==> src/rtl/cfg_space_pkg.sv <==
package cfg_space_pkg;
   localparam logic [7:0] IDX_LDN     = 8'h07;
   localparam logic [7:0] IDX_CHIPID  = 8'h20;
   localparam logic [7:0] IDX_REV     = 8'h27;
   localparam logic [7:0] IDX_ACT     = 8'h30;
   localparam logic [7:0] IDX_BASE_HI = 8'h60;
   localparam logic [7:0] IDX_BASE_LO = 8'h61;
   localparam logic [7:0] IDX_PINSEL  = 8'hF0;
   localparam logic [7:0] IDX_PINCFG  = 8'hF1;

   localparam int PIN_CFG_W = 3;

   // bit 2 pull-up, bit 1 push-pull, bit 0 output enable
   typedef struct packed {
      logic pull_up;
      logic push_pull;
      logic out_en;
   } pin_cfg_t;
endpackage

==> src/rtl/cfg_port_decode.sv <==
module cfg_port_decode #(
   parameter int          ADDR_W   = 16,
   parameter logic [15:0] BASE_PRI = 16'h002E,
   parameter logic [15:0] BASE_ALT = 16'h004E
) (
   input  logic              clk,
   input  logic              rst_n,
   input  logic              strap_alt,
   input  logic [ADDR_W-1:0] bus_addr,
   input  logic              bus_wr,
   input  logic              bus_rd,
   input  logic [7:0]        bus_wdata,
   output logic [7:0]        idx_q,
   output logic              idx_rd,
   output logic              data_wr,
   output logic              data_rd
);
   localparam logic [ADDR_W-1:0] PRI = BASE_PRI[ADDR_W-1:0];
   localparam logic [ADDR_W-1:0] ALT = BASE_ALT[ADDR_W-1:0];

   if (PRI[0] != 1'b0 || ALT[0] != 1'b0) begin : g_bad_base
      $error("port pair bases must be even");
   end
   if (ADDR_W < 2 || ADDR_W > 16) begin : g_bad_aw
      $error("ADDR_W out of range");
   end

   logic [ADDR_W-1:0] base;
   logic              hit;

   assign base    = strap_alt ? ALT : PRI;
   assign hit     = (bus_addr[ADDR_W-1:1] == base[ADDR_W-1:1]);
   assign idx_rd  = hit && bus_rd && !bus_addr[0];
   assign data_rd = hit && bus_rd &&  bus_addr[0];
   assign data_wr = hit && bus_wr &&  bus_addr[0];

   always_ff @(posedge clk or negedge rst_n) begin
      if (!rst_n)
         idx_q <= 8'h00;
      else if (hit && bus_wr && !bus_addr[0])
         idx_q <= bus_wdata;
   end
endmodule

==> src/rtl/cfg_dev_bank.sv <==
module cfg_dev_bank
   import cfg_space_pkg::*;
#(
   parameter int NUM_DEV = 15
) (
   input  logic                  clk,
   input  logic                  rst_n,
   input  logic [7:0]            ldn,
   input  logic [7:0]            idx,
   input  logic                  data_wr,
   input  logic [7:0]            wdata,
   output logic [NUM_DEV-1:0]    dev_active,
   output logic [NUM_DEV*16-1:0] dev_base,
   output logic [7:0]            rd_val,
   output logic                  rd_hit
);
   if (NUM_DEV < 1 || NUM_DEV > 256) begin : g_bad_nd
      $error("NUM_DEV out of range");
   end

   logic        act_q  [NUM_DEV];
   logic [15:0] base_q [NUM_DEV];
   logic        ldn_ok;

   assign ldn_ok = (32'(ldn) < NUM_DEV);

   always_ff @(posedge clk or negedge rst_n) begin
      if (!rst_n) begin
         for (int d = 0; d < NUM_DEV; d++) begin
            act_q[d]  <= 1'b0;
            base_q[d] <= 16'h0000;
         end
      end else if (data_wr && ldn_ok) begin
         for (int d = 0; d < NUM_DEV; d++) begin
            if (ldn == 8'(d)) begin
               if (idx == IDX_ACT)     act_q[d]        <= wdata[0];
               if (idx == IDX_BASE_HI) base_q[d][15:8] <= wdata;
               if (idx == IDX_BASE_LO) base_q[d][7:0]  <= wdata;
            end
         end
      end
   end

   for (genvar d = 0; d < NUM_DEV; d++) begin : g_out
      assign dev_active[d]        = act_q[d];
      assign dev_base[d*16 +: 16] = base_q[d];
   end

   always_comb begin
      rd_val = 8'h00;
      rd_hit = 1'b0;
      for (int d = 0; d < NUM_DEV; d++) begin
         if (ldn == 8'(d)) begin
            case (idx)
               IDX_ACT:     begin rd_val = {7'b0, act_q[d]}; rd_hit = 1'b1; end
               IDX_BASE_HI: begin rd_val = base_q[d][15:8];  rd_hit = 1'b1; end
               IDX_BASE_LO: begin rd_val = base_q[d][7:0];   rd_hit = 1'b1; end
               default: ;
            endcase
         end
      end
   end
endmodule

==> src/rtl/cfg_gpio_pins.sv <==
module cfg_gpio_pins
   import cfg_space_pkg::*;
#(
   parameter int NUM_PORTS     = 4,
   parameter int PINS_PER_PORT = 8
) (
   input  logic                                      clk,
   input  logic                                      rst_n,
   input  logic                                      gpio_sel,
   input  logic [7:0]                                idx,
   input  logic                                      data_wr,
   input  logic [7:0]                                wdata,
   output logic [NUM_PORTS*PINS_PER_PORT*PIN_CFG_W-1:0] pin_cfg,
   output logic [7:0]                                rd_val,
   output logic                                      rd_hit
);
   localparam int NUM_PINS = NUM_PORTS * PINS_PER_PORT;

   if (NUM_PORTS < 1 || NUM_PORTS > 8) begin : g_bad_np
      $error("NUM_PORTS must be 1..8");
   end
   if (PINS_PER_PORT < 1 || PINS_PER_PORT > 8) begin : g_bad_pp
      $error("PINS_PER_PORT must be 1..8");
   end

   logic [2:0] sel_port;
   logic [2:0] sel_bit;
   logic       sel_ok;
   pin_cfg_t   cfg_q [NUM_PINS];
   pin_cfg_t   cur_cfg;

   assign sel_ok = (32'(sel_port) < NUM_PORTS) && (32'(sel_bit) < PINS_PER_PORT);

   always_ff @(posedge clk or negedge rst_n) begin
      if (!rst_n) begin
         sel_port <= 3'd0;
         sel_bit  <= 3'd0;
      end else if (data_wr && gpio_sel && idx == IDX_PINSEL) begin
         sel_port <= wdata[6:4];
         sel_bit  <= wdata[2:0];
      end
   end

   always_ff @(posedge clk or negedge rst_n) begin
      if (!rst_n) begin
         for (int p = 0; p < NUM_PINS; p++) cfg_q[p] <= '0;
      end else if (data_wr && gpio_sel && sel_ok && idx == IDX_PINCFG) begin
         for (int p = 0; p < NUM_PINS; p++) begin
            if (sel_port == 3'(p / PINS_PER_PORT) && sel_bit == 3'(p % PINS_PER_PORT))
               cfg_q[p] <= wdata[PIN_CFG_W-1:0];
         end
      end
   end

   for (genvar p = 0; p < NUM_PINS; p++) begin : g_pin
      assign pin_cfg[p*PIN_CFG_W +: PIN_CFG_W] = cfg_q[p];
   end

   always_comb begin
      cur_cfg = '0;
      for (int p = 0; p < NUM_PINS; p++) begin
         if (sel_port == 3'(p / PINS_PER_PORT) && sel_bit == 3'(p % PINS_PER_PORT))
            cur_cfg = cfg_q[p];
      end
   end

   always_comb begin
      rd_val = 8'h00;
      rd_hit = 1'b0;
      if (gpio_sel) begin
         if (idx == IDX_PINSEL) begin
            rd_val = {1'b0, sel_port, 1'b0, sel_bit};
            rd_hit = 1'b1;
         end else if (idx == IDX_PINCFG) begin
            rd_val = sel_ok ? {5'b0, cur_cfg} : 8'h00;
            rd_hit = 1'b1;
         end
      end
   end
endmodule

==> src/rtl/cfg_space_ctrl.sv <==
module cfg_space_ctrl
   import cfg_space_pkg::*;
#(
   parameter int          ADDR_W        = 16,
   parameter logic [15:0] BASE_PRI      = 16'h002E,
   parameter logic [15:0] BASE_ALT      = 16'h004E,
   parameter logic [7:0]  CHIP_ID       = 8'hE9,
   parameter logic [7:0]  CHIP_REV      = 8'h01,
   parameter int          NUM_DEV       = 15,
   parameter int          GPIO_DEV      = 7,
   parameter int          NUM_PORTS     = 4,
   parameter int          PINS_PER_PORT = 8
) (
   input  logic                                          clk,
   input  logic                                          rst_n,
   input  logic                                          strap_alt,
   input  logic [ADDR_W-1:0]                             bus_addr,
   input  logic                                          bus_wr,
   input  logic                                          bus_rd,
   input  logic [7:0]                                    bus_wdata,
   output logic [7:0]                                    bus_rdata,
   output logic [NUM_DEV-1:0]                            dev_active,
   output logic [NUM_DEV*16-1:0]                         dev_base,
   output logic [NUM_PORTS*PINS_PER_PORT*PIN_CFG_W-1:0]  pin_cfg
);
   if (GPIO_DEV < 0 || GPIO_DEV >= NUM_DEV) begin : g_bad_gpio
      $error("GPIO_DEV must name an existing device");
   end

   logic [7:0] idx_q;
   logic [7:0] ldn_q;
   logic       idx_rd, data_wr, data_rd;
   logic       gpio_sel;
   logic [7:0] bank_val, pin_val;
   logic       bank_hit, pin_hit;
   logic [7:0] data_val;

   cfg_port_decode #(
      .ADDR_W(ADDR_W), .BASE_PRI(BASE_PRI), .BASE_ALT(BASE_ALT)
   ) u_dec (
      .clk(clk), .rst_n(rst_n), .strap_alt(strap_alt),
      .bus_addr(bus_addr), .bus_wr(bus_wr), .bus_rd(bus_rd),
      .bus_wdata(bus_wdata), .idx_q(idx_q), .idx_rd(idx_rd),
      .data_wr(data_wr), .data_rd(data_rd)
   );

   always_ff @(posedge clk or negedge rst_n) begin
      if (!rst_n)
         ldn_q <= 8'h00;
      else if (data_wr && idx_q == IDX_LDN)
         ldn_q <= bus_wdata;
   end

   assign gpio_sel = (ldn_q == 8'(GPIO_DEV));

   cfg_dev_bank #(.NUM_DEV(NUM_DEV)) u_bank (
      .clk(clk), .rst_n(rst_n), .ldn(ldn_q), .idx(idx_q),
      .data_wr(data_wr), .wdata(bus_wdata),
      .dev_active(dev_active), .dev_base(dev_base),
      .rd_val(bank_val), .rd_hit(bank_hit)
   );

   cfg_gpio_pins #(.NUM_PORTS(NUM_PORTS), .PINS_PER_PORT(PINS_PER_PORT)) u_pins (
      .clk(clk), .rst_n(rst_n), .gpio_sel(gpio_sel), .idx(idx_q),
      .data_wr(data_wr), .wdata(bus_wdata), .pin_cfg(pin_cfg),
      .rd_val(pin_val), .rd_hit(pin_hit)
   );

   always_comb begin
      case (idx_q)
         IDX_LDN:    data_val = ldn_q;
         IDX_CHIPID: data_val = CHIP_ID;
         IDX_REV:    data_val = CHIP_REV;
         default: begin
            if (bank_hit)     data_val = bank_val;
            else if (pin_hit) data_val = pin_val;
            else              data_val = 8'h00;
         end
      endcase
   end

   assign bus_rdata = idx_rd  ? idx_q :
                      data_rd ? data_val : 8'h00;
endmodule

==> config.mk <==
export PLATFORM = sky130hd
export DESIGN_NAME = cfg_space_ctrl
export DESIGN_NICKNAME = d
export VERILOG_FILES = /design/src/rtl/cfg_space_pkg.sv /design/src/rtl/cfg_port_decode.sv /design/src/rtl/cfg_dev_bank.sv /design/src/rtl/cfg_gpio_pins.sv /design/src/rtl/cfg_space_ctrl.sv
export SDC_FILE = /design/constraint.sdc
export NUM_CORES = 1
export LEC_CHECK = 0
export ABC_AREA = 1
export BUFFER_PORTS_ARGS = -buffer_cell sky130_fd_sc_hd__clkbuf_2
export CAP_MARGIN = 40
export CORE_MARGIN = 2
export CORE_UTILIZATION = 56
export DETAILED_ROUTE_END_ITERATION = 8
export GPL_TIMING_DRIVEN = 0
export PLACE_DENSITY = 0.85
export SLEW_MARGIN = 15
export SYNTH_ARGS = -nofsm -noshare
export SYNTH_HDL_FRONTEND = slang
export SYNTH_SLANG_ARGS = --single-unit
==> constraint.sdc <==
create_clock -name clk -period 4.6 [get_ports clk]
set_input_delay 0.46 -clock clk [delete_from_list [all_inputs] [get_ports clk]]
set_output_delay 0.46 -clock clk [all_outputs]
set_load 0.05 [all_outputs]
==> out/results.txt, run 1 <==
The flow ran to the end, but the final reports show violations. The final reports fail on setup timing. For this run, asynchronously set or reset flops after synthesis account for 100%.

The number of nets in the synthesized netlist was 2207; the max-cap check violation count was 0. The worst pin sits at a relative slew slack of 40.1%. Timing would allow up to 213 MHz. The logs give 17700 for the via count of the first global-routing pass and 0.0177 mm2 for the cell area after synthesis. The core region is 0.0313 mm2. Yosys printed 0 warnings. TritonCTS built the clock tree. STA puts the critical path data required time at 4140 ps. The tools report the number of antenna violations at the first check in global routing as 0. 0 antenna diodes ended up in the layout. Setup repair after global routing could not meet its margin everywhere.

Setup violations remaining at the end of the flow were counted as 4. The residual overflow from global routing was 0. The startpoint identified for the worst register-to-register timing path is ldn_q[6]$_DFFE_PN0P_.

The min-delay analysis places its worst path in the category input pin to flop. In the final timing run, aggregate negative setup slack is -294 ps. The worst setup path is captured at an output port. The detailed-routing wirelength on met1 was 25300 um.

Yosys mapped a number of flops with a built-in enable equal to 0. The synthesized design spends more area on one cell type than any other, namely dfrtp_1. Die height: 182 um. Clock-pin slew of the registers on the worst-case setup and hold paths: 60 ps. The end point of the most critical hold path was u_bank.dev_base[99]$_DFFE_PN0P_. The met3 wire length is 8240 um, and the cell row count is 65.

The area enclosed by the die boundary came out at 0.0330 mm2. In this run the mean area of a mapped cell was 8.12 um2. The net count of the finished layout is 2677. The area of the multi-input gates was 0.00778 mm2. The detailed router used layers up to and including met4. Dividing the detail-routed wire length by the instance count gives 22.7 um.

The number of vias per cell was 6.14. The logs give 32200 um for the sum of met2 wire segment lengths after detailed routing and 2284 for the initial detailed-routing violation count. Cells fill 71.7% of the core in the end.

Across the VDD grid, the largest voltage drop is 261 uV. For this run, the leading register cell type out of synthesis is dfrtp_1. The worst-case setup margin in the final layout was -100 ps; the ratio of total power to cell area was 303 mW/mm2.

The pin count of the biggest net entering global routing was 97; the slew at the pin closest to its max-slew limit was 898 ps. After synthesis, the netlist uses 50 different library cells. Routability-driven placement finished with a final weighted congestion of 1.03. For this run, the slowest stage of the critical path takes 500 ps. The total number of clock tree sinks was 373; the number of nets with antenna violations after detailed routing was 0. The first global-routing pass estimated 105000 um of wire. The logs give 0 for the final hold violation count and 41.5% for the global-route usage over all layers.

The data arrival at the endpoint of the critical path was 4240 ps. The tools report the portion of the post-synthesis area used by sequential elements as 52.8%. STA classifies the critical path startpoint as a flop. CTS built an H-tree with a depth of 2. Summing all non-filler instances in the final layout gives an area of 0.0225 mm2.

The worst-case reg-to-reg path depth came out at 11. The clock tree skew after final layout came out at 19.2 ps. The layout has 2412 filler cells. The worst hold path passes through 3 cells.

Clock latency on the worst-skew pair, taken at its later pin, is 550 ps. In this run the tool buffered the top-level ports with 387 buffer cells. Count of mapped cells out of synthesis: 2178.

The signal on the critical path passes through nor4_4 -> nand2_4 -> nor2_2 -> buf_6 -> nor2_1 -> nand3_2 -> nand4_1 -> nand3_1 -> o211ai_1 -> nand2_1 -> nand2_2 -> nand3_2 -> o21ai_2 -> nand2_1 -> nor2_1 -> o211ai_1 -> nand2_1 -> a22oi_2 -> o21ai_2 -> o21ai_1 -> clkbuf_8. Worst setup slack for register-to-register paths: 1060 ps. Once the floorplan was initialized, standard cells occupied 56.5% of the core.

The first TritonRoute pass finished after 6 iterations. Together, buffers and inverters on the worst path number 2. 388 I/O pins were placed. In this run the deepest clock path goes through 3 buffers. The ratio of final minimum period to clock period is 102%, and the half-perimeter wire length after placement is 50900 um. By area the synthesized netlist is led by dfrtp_1 53%, nand2_1 15%, o21ai_0 10%. The run gives 0.00934 mm2 as the sequential cell area.

Clock tree synthesis selected as its root buffer the cell clkbuf_16. The largest fanout on the critical path works out to 10. The clock buffer count from CTS is 39. The tools report the placement-stage cell area as 0.0202 mm2. Of the cells placed in the final design, the portion with a size suffix greater than 1 is 24.2%. The portion of synthesized cell area occupied by the leading cell type is 52.8%. After synthesis, the most frequently instantiated cells are 727 x nand2_1, 373 x dfrtp_1, 367 x o21ai_0, 111 x inv_1, 104 x nor2_1.

The tools report the remaining design rule violation count as 0. The critical path class is flop to output port. The kind of cell adding the most delay to the critical path is simple AND/OR/NAND/NOR gates.

The routed layout has 18900 vias. The run gives 0.0109 uW as the total leakage power. The slowest stage of the critical path belongs to the cell nor4_4. The total count of max-transition violations in the final report is 0. By instance count, the cell type seen most on the critical path is nand2_1.

The area growth from synthesis to layout was 27.0%. The smallest clock period supported by the final layout is computed as 4700 ps. The final layout contains routed wiring with a total length of 70000 um. The most used standard cell by instance count after synthesis was nand2_1. From left edge to right edge, the die measures 182 um.

In this run the most critical hold path is launched from bus_wdata[3]. Synthesis inferred 373 register bits. The capture instance of the worst register-to-register path was u_bank.dev_base[239]$_DFFE_PN0P_.
[registers in the layout, indices dropped and copies added (netlist names)]
| register | flops |
|---|---|
| ldn_q | 8 |
| u_bank.dev_base | 240 |
| u_pins.sel_bit | 3 |
| u_bank.dev_active | 15 |
| u_pins.sel_port | 3 |
| u_pins.pin_cfg | 96 |
| u_dec.idx_q | 8 |
[worst min-delay path, cell delays in order]
cell and delay [ps]:
clkbuf_2 80, inv_1 100, o21ai_0 170
[final cells by class]
class                   count  area share [%]
plain buffers             114            2.55
clock buffers              59            5.27
clock inverters            11           0.758
inverters                 126            2.19
multi-input cells        1565            34.6
flip-flops and latches    373            41.6
well taps                 402            2.24
repair buffers            429            10.8
[worst max-delay path by stage]
stage | startpoint | endpoint | slack, ps | depth (start not counted)
finish | ldn_q[6]$_DFFE_PN0P_ | bus_rdata[5] | -100 | 21
global route | u_pins.sel_bit[1]$_DFFE_PN0P_ | bus_rdata[2] | -180 | 32
CTS | ldn_q[6]$_DFFE_PN0P_ | bus_rdata[0] | 0.7 | 20
detailed placement | u_dec.idx_q[2]$_DFFE_PN0P_ | bus_rdata[5] | -30 | 23
global placement | rst_n | u_bank.dev_base[161]$_DFFE_PN0P_ | -4840 | 1
floorplan | ldn_q[4]$_DFFE_PN0P_ | bus_rdata[5] | 1200 | 17
[cells by family after synthesis]
kind of cell	after synthesis	share of synthesized area, %
buffers and inverters	240	5.63
and+or+nand+nor	996	23.2
AOI/OAI and AO/OA	569	18.4
DFF	373	52.8
[metal layers]
| metal | GRT usage [%] | up-vias |
|---|---|---|
| li1 | - | 8234 |
| met1 | 52.4 | 9046 |
| met2 | 66.0 | 1352 |
| met3 | 10.7 | 288 |
| met4 | 22.3 | 0 |
| met5 | 0 | - |
[through the flow]
step | hold slack [ps] | worst slack, ps | total power [uW] | cells
after floorplan | 164 | 1200 | 3380 | 2178
after global placement | 484 | -4840 | 3510 | 2967
after detailed placement | 366 | -26.7 | 3520 | 2972
after CTS | 293 | 0.715 | 6780 | 3066
after global routing | 309 | -184 | 6940 | 3079
final | 304 | -100 | 6810 | 3079
[report_power, final]
part	internal [uW]	total (uW)	switching (uW)
clock network	2000	3350	1340
registers	3280	3280	0.0549
logic	28.4	185	156
[cell usage in the layout (no fill, tap or decap), types with 5 or more instances in the layout]
cell	n
nand2_2	17
nor3_1	13
buf_2	15
o21ai_1	7
nand3_1	77
clkbuf_2	380
buf_6	11
clkbuf_16	40
nand2_1	712
clkinv_2	5
dfrtp_2	6
clkbuf_8	17
or2_2	7
buf_4	42
nand4_1	23
clkbuf_1	85
o21ai_0	364
dfrtp_1	367
inv_2	9
a22o_1	60
o211ai_1	5
nor2_4	15
nor2_2	11
a31oi_1	34
a21oi_1	61
nand3_2	12
nand3_4	5
nor2_1	88
clkinv_1	5
inv_1	106
o21ai_2	5
[timing repair]
action	CTS	global route
hold buffers	1	0
endpoints found under the setup margin	8	8
hold endpoints to repair	23	0
gates resized for setup	57	96
pin swaps	21	42
setup buffers	23	12
Power figures use the tool's default switching activity.
==> run 2: changes to the inputs <==
--- a/config.mk
+++ b/config.mk
@@ -11,6 +11,6 @@
 export CORE_MARGIN = 2
-export CORE_UTILIZATION = 56
+export CORE_UTILIZATION = 29
 export DETAILED_ROUTE_END_ITERATION = 8
 export GPL_TIMING_DRIVEN = 0
-export PLACE_DENSITY = 0.85
+export PLACE_DENSITY = 0.51
 export SLEW_MARGIN = 15
--- a/constraint.sdc
+++ b/constraint.sdc
@@ -3,2 +3,2 @@
 set_output_delay 0.46 -clock clk [all_outputs]
-set_load 0.05 [all_outputs]
+set_load 0.01 [all_outputs]
==> out/results.txt, run 2 (synthesis gave the netlist of run 1 again) <==
For the number of nets with antenna violations after detailed routing, the log shows 0 (unchanged). The setup slack at placement is -98.6 ps (-71.9 ps). The wire length of the first global-routing pass came out at 116000 um (+11%).

The area enclosed by the die boundary was 0.0630 mm2 (+91%). The core area was 0.0604 mm2 (+93%). Most common cell after layout, fill and taps aside: nand2_1. The largest fanout on the critical path works out to 9 (-1). The run gives 388 (unchanged) as the boundary pin count. Total detailed-routing wirelength: 80600 um (+15%). The worst setup path is launched from a flop. The flow ran to the end, and the final reports show no timing, DRC or antenna violations. The buffer type at the clock tree root is clkbuf_16.

Max-cap check violation count: 0 (unchanged). The number of vias in the routed layout was 18000 (-4.8%); the worst-case headroom to the max-slew limit was 41.4% (+1.3 points). For the half-perimeter wire length after placement, the log shows 61200 um (+20%).

The run gives 0 (unchanged) as the remaining design rule violation count. Number of vias per cell: 5.16 (-16%). The die height came out at 251 um (+38%). The initial detailed-routing violation count is 1507 (-34%).

The kind of cell adding the most delay to the critical path was simple AND/OR/NAND/NOR gates. The worst-case setup margin in the final layout was 13.1 ps (+113 ps). The clock-pin slew of the registers on the worst-case setup and hold paths came out at 60 ps (about the same).

The slowest library cell on the worst path is dfrtp_1. The ratio of final minimum period to clock period came out at 99.7% (-2.5 points). The endpoint required time on the critical path was 4140 ps (about the same); the pin count of the biggest net entering global routing was 88 (-9.3%). The clock latency on the worst-skew pair was 580 ps (+30 ps). Sort of element at the end of the critical path: an output port. The tools report the number of inserted filler cells in the final layout as 6269 (+160%).

The level count of the clock H-tree came out at 2 (unchanged). The logs give 0.00786 mm2 (+1.0%) for the area of the multi-input gates and 0.922 (-10%) for the routability congestion estimate. The final period demand of the worst path was 4590 ps (-113 ps).

Counting stages on the worst path, the most repeated cell is nand2_1. Total count of max-transition violations in the final report: 0 (unchanged). The critical path is of the flop to output port type. The number of antenna violations at the first check in global routing is 0 (unchanged). The slew at the pin closest to its max-slew limit was 879 ps (-19.4 ps). The worst ir drop on vdd is 243 uV (-7.1%).

The width of the die is 251 um (+38%), and the total number of clock tree sinks is 373 (unchanged). The global-route usage over all layers was 24.9% (-17 points). The placement-stage cell area was 0.0208 mm2 (+2.7%); the sequential cell area was 0.00934 mm2 (about the same).

The worst min-delay path category was input pin to flop. The post-route cell area was 0.0233 mm2 (+3.7%); the cell row count was 90 (+38%). The library cells used most frequently in the layout, excluding fill and tap cells, are 706 x nand2_1, 381 x clkbuf_2, 365 x dfrtp_1.

The number of port buffers is 387 (unchanged), and the clock tree skew after final layout is 23.8 ps (+4.55 ps). The via count of the first global-routing pass was 17400 (-1.8%). The run gives 3 (unchanged) as the number of buffers on the longest clock path. Relative to the synthesized area, the layout overhead comes to 31.6%.

The delay of the slowest cell on the worst path is 380 ps (-120 ps), and the detailed-router iteration count before antenna repair is 6 (unchanged). The total leakage power was 0.0111 uW (+1.4%); the residual overflow from global routing was 0 (unchanged). Final hold violation count: 0 (unchanged). Setup repair after global routing could not meet its margin everywhere. The average routed wire per standard cell is 23.1 um (+1.7%), and the layout cell share with drive strength beyond 1 is 25.7% (+1.5 points). The number of buffer and inverter stages on the critical path is 8 (+6). The data arrival at the endpoint of the critical path is 4130 ps (-110 ps).

The number of flip-flops in the largest register works out to 240 (unchanged). TritonCTS built the clock tree. The ratio of total power to cell area came out at 301 mW/mm2 (-0.82%). For the number of nets in the finished design, the log shows 2701 (+0.90%). The highest attainable clock frequency is 218 MHz (+2.5%). The logs give 0 (-4) for the number of setup violations in the final report and 7000 uW (+2.8%) for the sum of internal, switching and leakage power.

The clock buffer count from CTS is 44 (+13%), and the initial core utilization is 29.3% (-27 points).
==> run 2: cell count changes in the layout (fill, tap and decap cells not counted), moves of 5 or more <==
cell,change
buf_6,+8
clkbuf_8,-7
nand2_1,-6
nor2_4,+5
inv_2,+8
buf_4,+11
clkbuf_16,+5
inv_1,-10
==> run 2: power by group <==
part / leakage [uW] / switching (uW) / internal [uW]
Clock: 0.000699 / 1440 / 2090
Combinational: 0.00515 / 165 / 33.5
Sequential: 0.00520 / 0.0485 / 3280
==> run 2: per-layer routing <==
metal	track usage [%]	share of wire [%]	vias to the layer above
met3	5.65	7.3	144
met4	7.96	3.3	0
li1	-	-	8294
met2	41.5	48	674
met5	0	0	-
met1	32.0	42	8893
==> run 2: worst min-delay path, stage by stage <==
cell and delay (ps):
clkbuf_2 80, inv_1 110, o21ai_0 170
==> run 2: final timing paths <==
check                      cells after the start                            from  slack [ps]                               end
max                                           26      u_dec.idx_q[1]$_DFFE_PN0P_          10                      bus_rdata[0]
min                                            3                    bus_wdata[3]         290   u_bank.dev_base[91]$_DFFE_PN0P_
max reg2reg                                   13            ldn_q[6]$_DFFE_PN0P_        1160  u_bank.dev_base[182]$_DFFE_PN0P_
min reg2reg                                    2  u_pins.pin_cfg[82]$_DFFE_PN0P_         510    u_pins.pin_cfg[82]$_DFFE_PN0P_
max in group asynchronous                      5                           rst_n        2600  u_bank.dev_base[164]$_DFFE_PN0P_
min in group asynchronous                      2                           rst_n         360    u_pins.pin_cfg[26]$_DFFE_PN0P_
==> run 2: area by class of cell <==
class | count | share of cell area [%]
clock buffers | 64 | 5.49
inverters | 126 | 2.21
well taps | 782 | 4.20
plain buffers | 114 | 2.55
flip-flops and latches | 373 | 40.1
diodes | 1 | 0.0108
repair buffers | 448 | 11.0
clock inverters | 13 | 0.640
multi-input cells | 1565 | 33.8
==> run 2: what timing repair did <==
action                                  4_1_cts  5_1_grt
hold buffers                                  1        0
endpoints found under the setup margin        8        8
gates resized for setup                      94      104
pin swaps                                    27       58
buffers inserted                             22       24
endpoints found under the hold margin        36        0
==> run 2: per-stage QoR <==
stage | std cells | setup TNS, ps | hold slack (ps) | util, %
finish | 3486 | 0 | 294 | 38.6
global route | 3485 | -820 | 323 | 38.6
CTS | 3459 | -29.2 | 280 | 37.7
detailed placement | 3359 | -239 | 394 | 34.5
global placement | 3347 | -2019340 | 492 | 34.1
floorplan | 2178 | 0 | 164 | -
==> run 3: changes to the inputs <==
Settings changed: SYNTH_HIERARCHICAL set to 1.
==> out/results.txt, run 3 <==
Number of synthesized flops with an enable pin: 0 (unchanged). Wire length of the first global-routing pass: 115000 um (-1.2%). The count of warnings emitted by yosys was 6 (+6). The run gives 2442 (+12%) as the count of mapped cells out of synthesis.

The worst setup path is launched from a flop. The initial core utilization was 29.5% (+0.18 points); the width of the die was 258 um (+2.7%). The number of setup violations in the final report is 0 (unchanged).

Part of the total power dissipated in combinational logic: 2.9% (about the same). Critical path class: flop to output port. The tools report the internal power as 5680 uW (+5.1%). The run gives 50.0% (-2.8 points) as the portion of the post-synthesis area used by sequential elements. The average routed wire per standard cell is 20.5 um (-11%). Critical path startpoint: u_dec/idx_q[7]$_DFFE_PN0P_. Worst ir drop on vdd: 269 uV (+11%). The final hold violation count is 0 (unchanged), and the half-perimeter wire length after placement is 59300 um (-3.1%). The logs give 1700 uW (+6.0%) for the switching component of the power and 373 (unchanged) for the total number of clock tree sinks.

The boundary pin count is 388 (unchanged), and the number of port buffers is 386 (-0.26%). The tools report the global-route usage over all layers as 22.8% (-2.1 points). The setup slack at placement is -185 ps (-86.2 ps), and the residual overflow from global routing is 0 (unchanged). The library cell used most frequently in the layout, excluding fill and tap cells, is nand2_1.

The final period demand of the worst path was 4390 ps (-201 ps). The detailed-router iteration count before antenna repair was 5 (-1). Level count of the clock H-tree: 2 (unchanged). The clock tree skew after final layout is 27.0 ps (+3.19 ps), and the number of unique standard cell types used by synthesis is 42 (-16%). The buffer type at the clock tree root is clkbuf_16.

The synthesized area per cell is 7.64 um2 (-5.9%), and the ratio of final minimum period to clock period is 95.4% (-4.4 points). The number of antenna violations at the first check in global routing is 0 (unchanged), and the clock buffer count from CTS is 47 (+6.8%). Portion of synthesized cell area occupied by the leading cell type: 50.0% (-2.8 points). The worst-case headroom to the max-slew limit came out at 40.4% (-0.99 points).

The fraction of synthesis flops using an asynchronous set or reset pin is 100% (unchanged). By count the netlist is led by 966 x nand2_1, 373 x dfrtp_1, 357 x o21ai_0, 129 x inv_1, 100 x nor2_1. The most common cell in the synthesized netlist is nand2_1.

Of all cell types, the one taking the most synthesized area is dfrtp_1. For the clock latency on the worst-skew pair, the log shows 590 ps (about the same). In this run the most critical hold path is launched from bus_wdata[4].

The clock-pin slew of the registers on the worst-case setup and hold paths was 60 ps (about the same); the number of antenna repair diodes was 0 (-1). The net switching share of the total power was 23.0% (+0.15 points). TritonCTS built the clock tree. The run gives 0.0121 uW (+9.1%) as the total leakage power. In the synthesized netlist the dominant register cell turns out to be dfrtp_1.

The ratio of total power to cell area came out at 306 mW/mm2 (+1.8%). The routability congestion estimate was 0.917 (-0.55%). The tools report the cell row count as 92 (+2.2%).

The run gives 52.6% (+2.3 points) as the clock share of power. The run finished with clean final reports. The logs give 44.5% (-2.4 points) for the relative contribution of sequential cells to total power and 2948 (+9.1%) for the number of nets in the finished design.

The number of vias per cell works out to 5.01 (-3.1%). The logs give 78100 um (-3.1%) for the total detailed-routing wirelength and 213 ps (-80.7 ps) for the minimum hold slack. The die height was 258 um (+2.7%). The number of nets with antenna violations after detailed routing was 0 (unchanged); the area enclosed by the die boundary was 0.0664 mm2 (+5.4%).

The tools report the worst-case setup margin in the final layout as 214 ps (+201 ps). The library cells used most frequently in the layout, excluding fill and tap cells, are 958 x nand2_1, 382 x clkbuf_2, 363 x dfrtp_1. The logs give 7380 uW (+5.3%) for the sum of internal, switching and leakage power and 68 (-23%) for the pin count of the biggest net entering global routing. The tools report the max-cap check violation count as 0 (unchanged). The largest fanout on the critical path is 10 (+1). The endpoint required time on the critical path was 4140 ps (about the same); the final standard cell utilization of the core was 38.0% (-0.51 points). Setup repair after global routing could not meet its margin everywhere. The slew at the pin closest to its max-slew limit was 894 ps (+14.9 ps). The worst setup path is captured at an output port. Layout cell share with drive strength beyond 1: 23.5% (-2.3 points). The final cell count without fillers is 3804 (+9.1%).

Core area: 0.0633 mm2 (+4.9%). For the via count of the first global-routing pass, the log shows 18100 (+4.0%). The tools report the number of vias in the routed layout as 19000 (+5.8%).

Synthesis-stage register bit count: 373 (unchanged). The initial detailed-routing violation count was 1629 (+8.1%). Sorting the synthesized cells by area gives the leading types as dfrtp_1 50%, nand2_1 19%, o21ai_0 9.6%.

The startpoint identified for the worst register-to-register timing path is ldn_q[2]$_DFFE_PN0P_. The highest attainable clock frequency came out at 228 MHz (+4.6%). The tools report the total count of max-transition violations in the final report as 0 (unchanged). The remaining design rule violation count is 0 (unchanged), and the number of flip-flops in the largest register is 240 (unchanged). The area growth from synthesis to layout is 29.1%. The tools report the number of buffers on the longest clock path as 3 (unchanged).

The cell area after synthesis is 0.0187 mm2 (+5.5%). The data arrival at the endpoint of the critical path is 3930 ps (-200 ps). The placed instance count came out at 3685 (+9.7%). The tightest min-delay check is of the input pin to flop type.
-- run 3: power groups by stage --
stage	clock network (uW)	registers [uW]	logic [uW]
3_5_place_dp	0	3340	216
2_1_floorplan	0	3340	43.3
6_report	3880	3280	213
4_1_cts	3960	3280	217
5_1_grt	4100	3280	234
3_3_place_gp	0	3340	191
-- run 3: path summary, 6_finish.rpt --
| check | endpoint | slack (ps) | depth (start not counted) |
|---|---|---|---|
| worst max-delay path | bus_rdata[6] | 210 | 21 |
| worst max register to register | u_pins/pin_cfg[19]$_DFFE_PN0P_ | 1540 | 8 |
| worst min-delay path | ldn_q[4]$_DFFE_PN0P_ | 210 | 3 |
| max in group asynchronous | u_pins/sel_bit[2]$_DFFE_PN0P_ | 2710 | 5 |
| min in group asynchronous | u_bank/dev_base[35]$_DFFE_PN0P_ | 450 | 2 |
| worst min register to register | u_bank/dev_base[195]$_DFFE_PN0P_ | 510 | 2 |
-- run 3: logic make-up after synthesis --
kind of cell,Yosys count,share of synthesized area (%)
AO/OA/AOI/OAI,525,15.5
buffers and inverters,284,6.55
flip-flops,373,50.0
other,1,0.0201
AND/OR/NAND/NOR,1259,27.9
-- run 3: repair_timing --
action                     in CTS  in global routing
pin swaps                       1                 17
setup endpoints to repair       8                  8
hold buffers                    1                  0
hold endpoints to repair       63                  0
gates resized for setup        20                 86
buffers inserted                1                 28
-- run 3: critical path, stage by stage (launching register included) --
cell        delay [ps]
dfrtp_2            420
inv_2               60
nand2_1            100
nor2_4              50
buf_6              130
nand2_4            100
nand3_2            110
buf_12             180
buf_8              160
nand2_1            110
clkinvlp_4         190
clkbuf_8           230
nor4_4             360
nand3_2            170
inv_2              140
buf_2              200
nand2_1             70
o21ai_1             90
nand3_1             90
nand3_1            130
nand2_1             80
clkbuf_2           150
-- run 3: per-layer routing --
metal	global-route usage, %	up-vias	routed length, um
li1	-	8921	-
met3	4.52	129	5440
met4	8.04	0	2560
met1	30.4	9234	33500
met5	0	-	0
met2	36.9	764	36700
-- run 3: metrics by stage --
step / cell area [um2] / setup TNS [ps]
after floorplan: 18700 / 0
after global placement: 21700 / -2005630
after detailed placement: 21900 / -993
after CTS: 23600 / 0
after global routing: 24100 / -264
final: 24100 / 0
-- run 3: layout make-up --
type | instances | area (um2)
fill | 6663 | 39200
sequential | 373 | 9350
multi-input combinational | 1786 | 8350
timing repair buffer | 427 | 2390
clock buffer | 68 | 1370
tap | 846 | 1060
buffer | 126 | 692
inverter | 158 | 614
clock inverter | 20 | 262
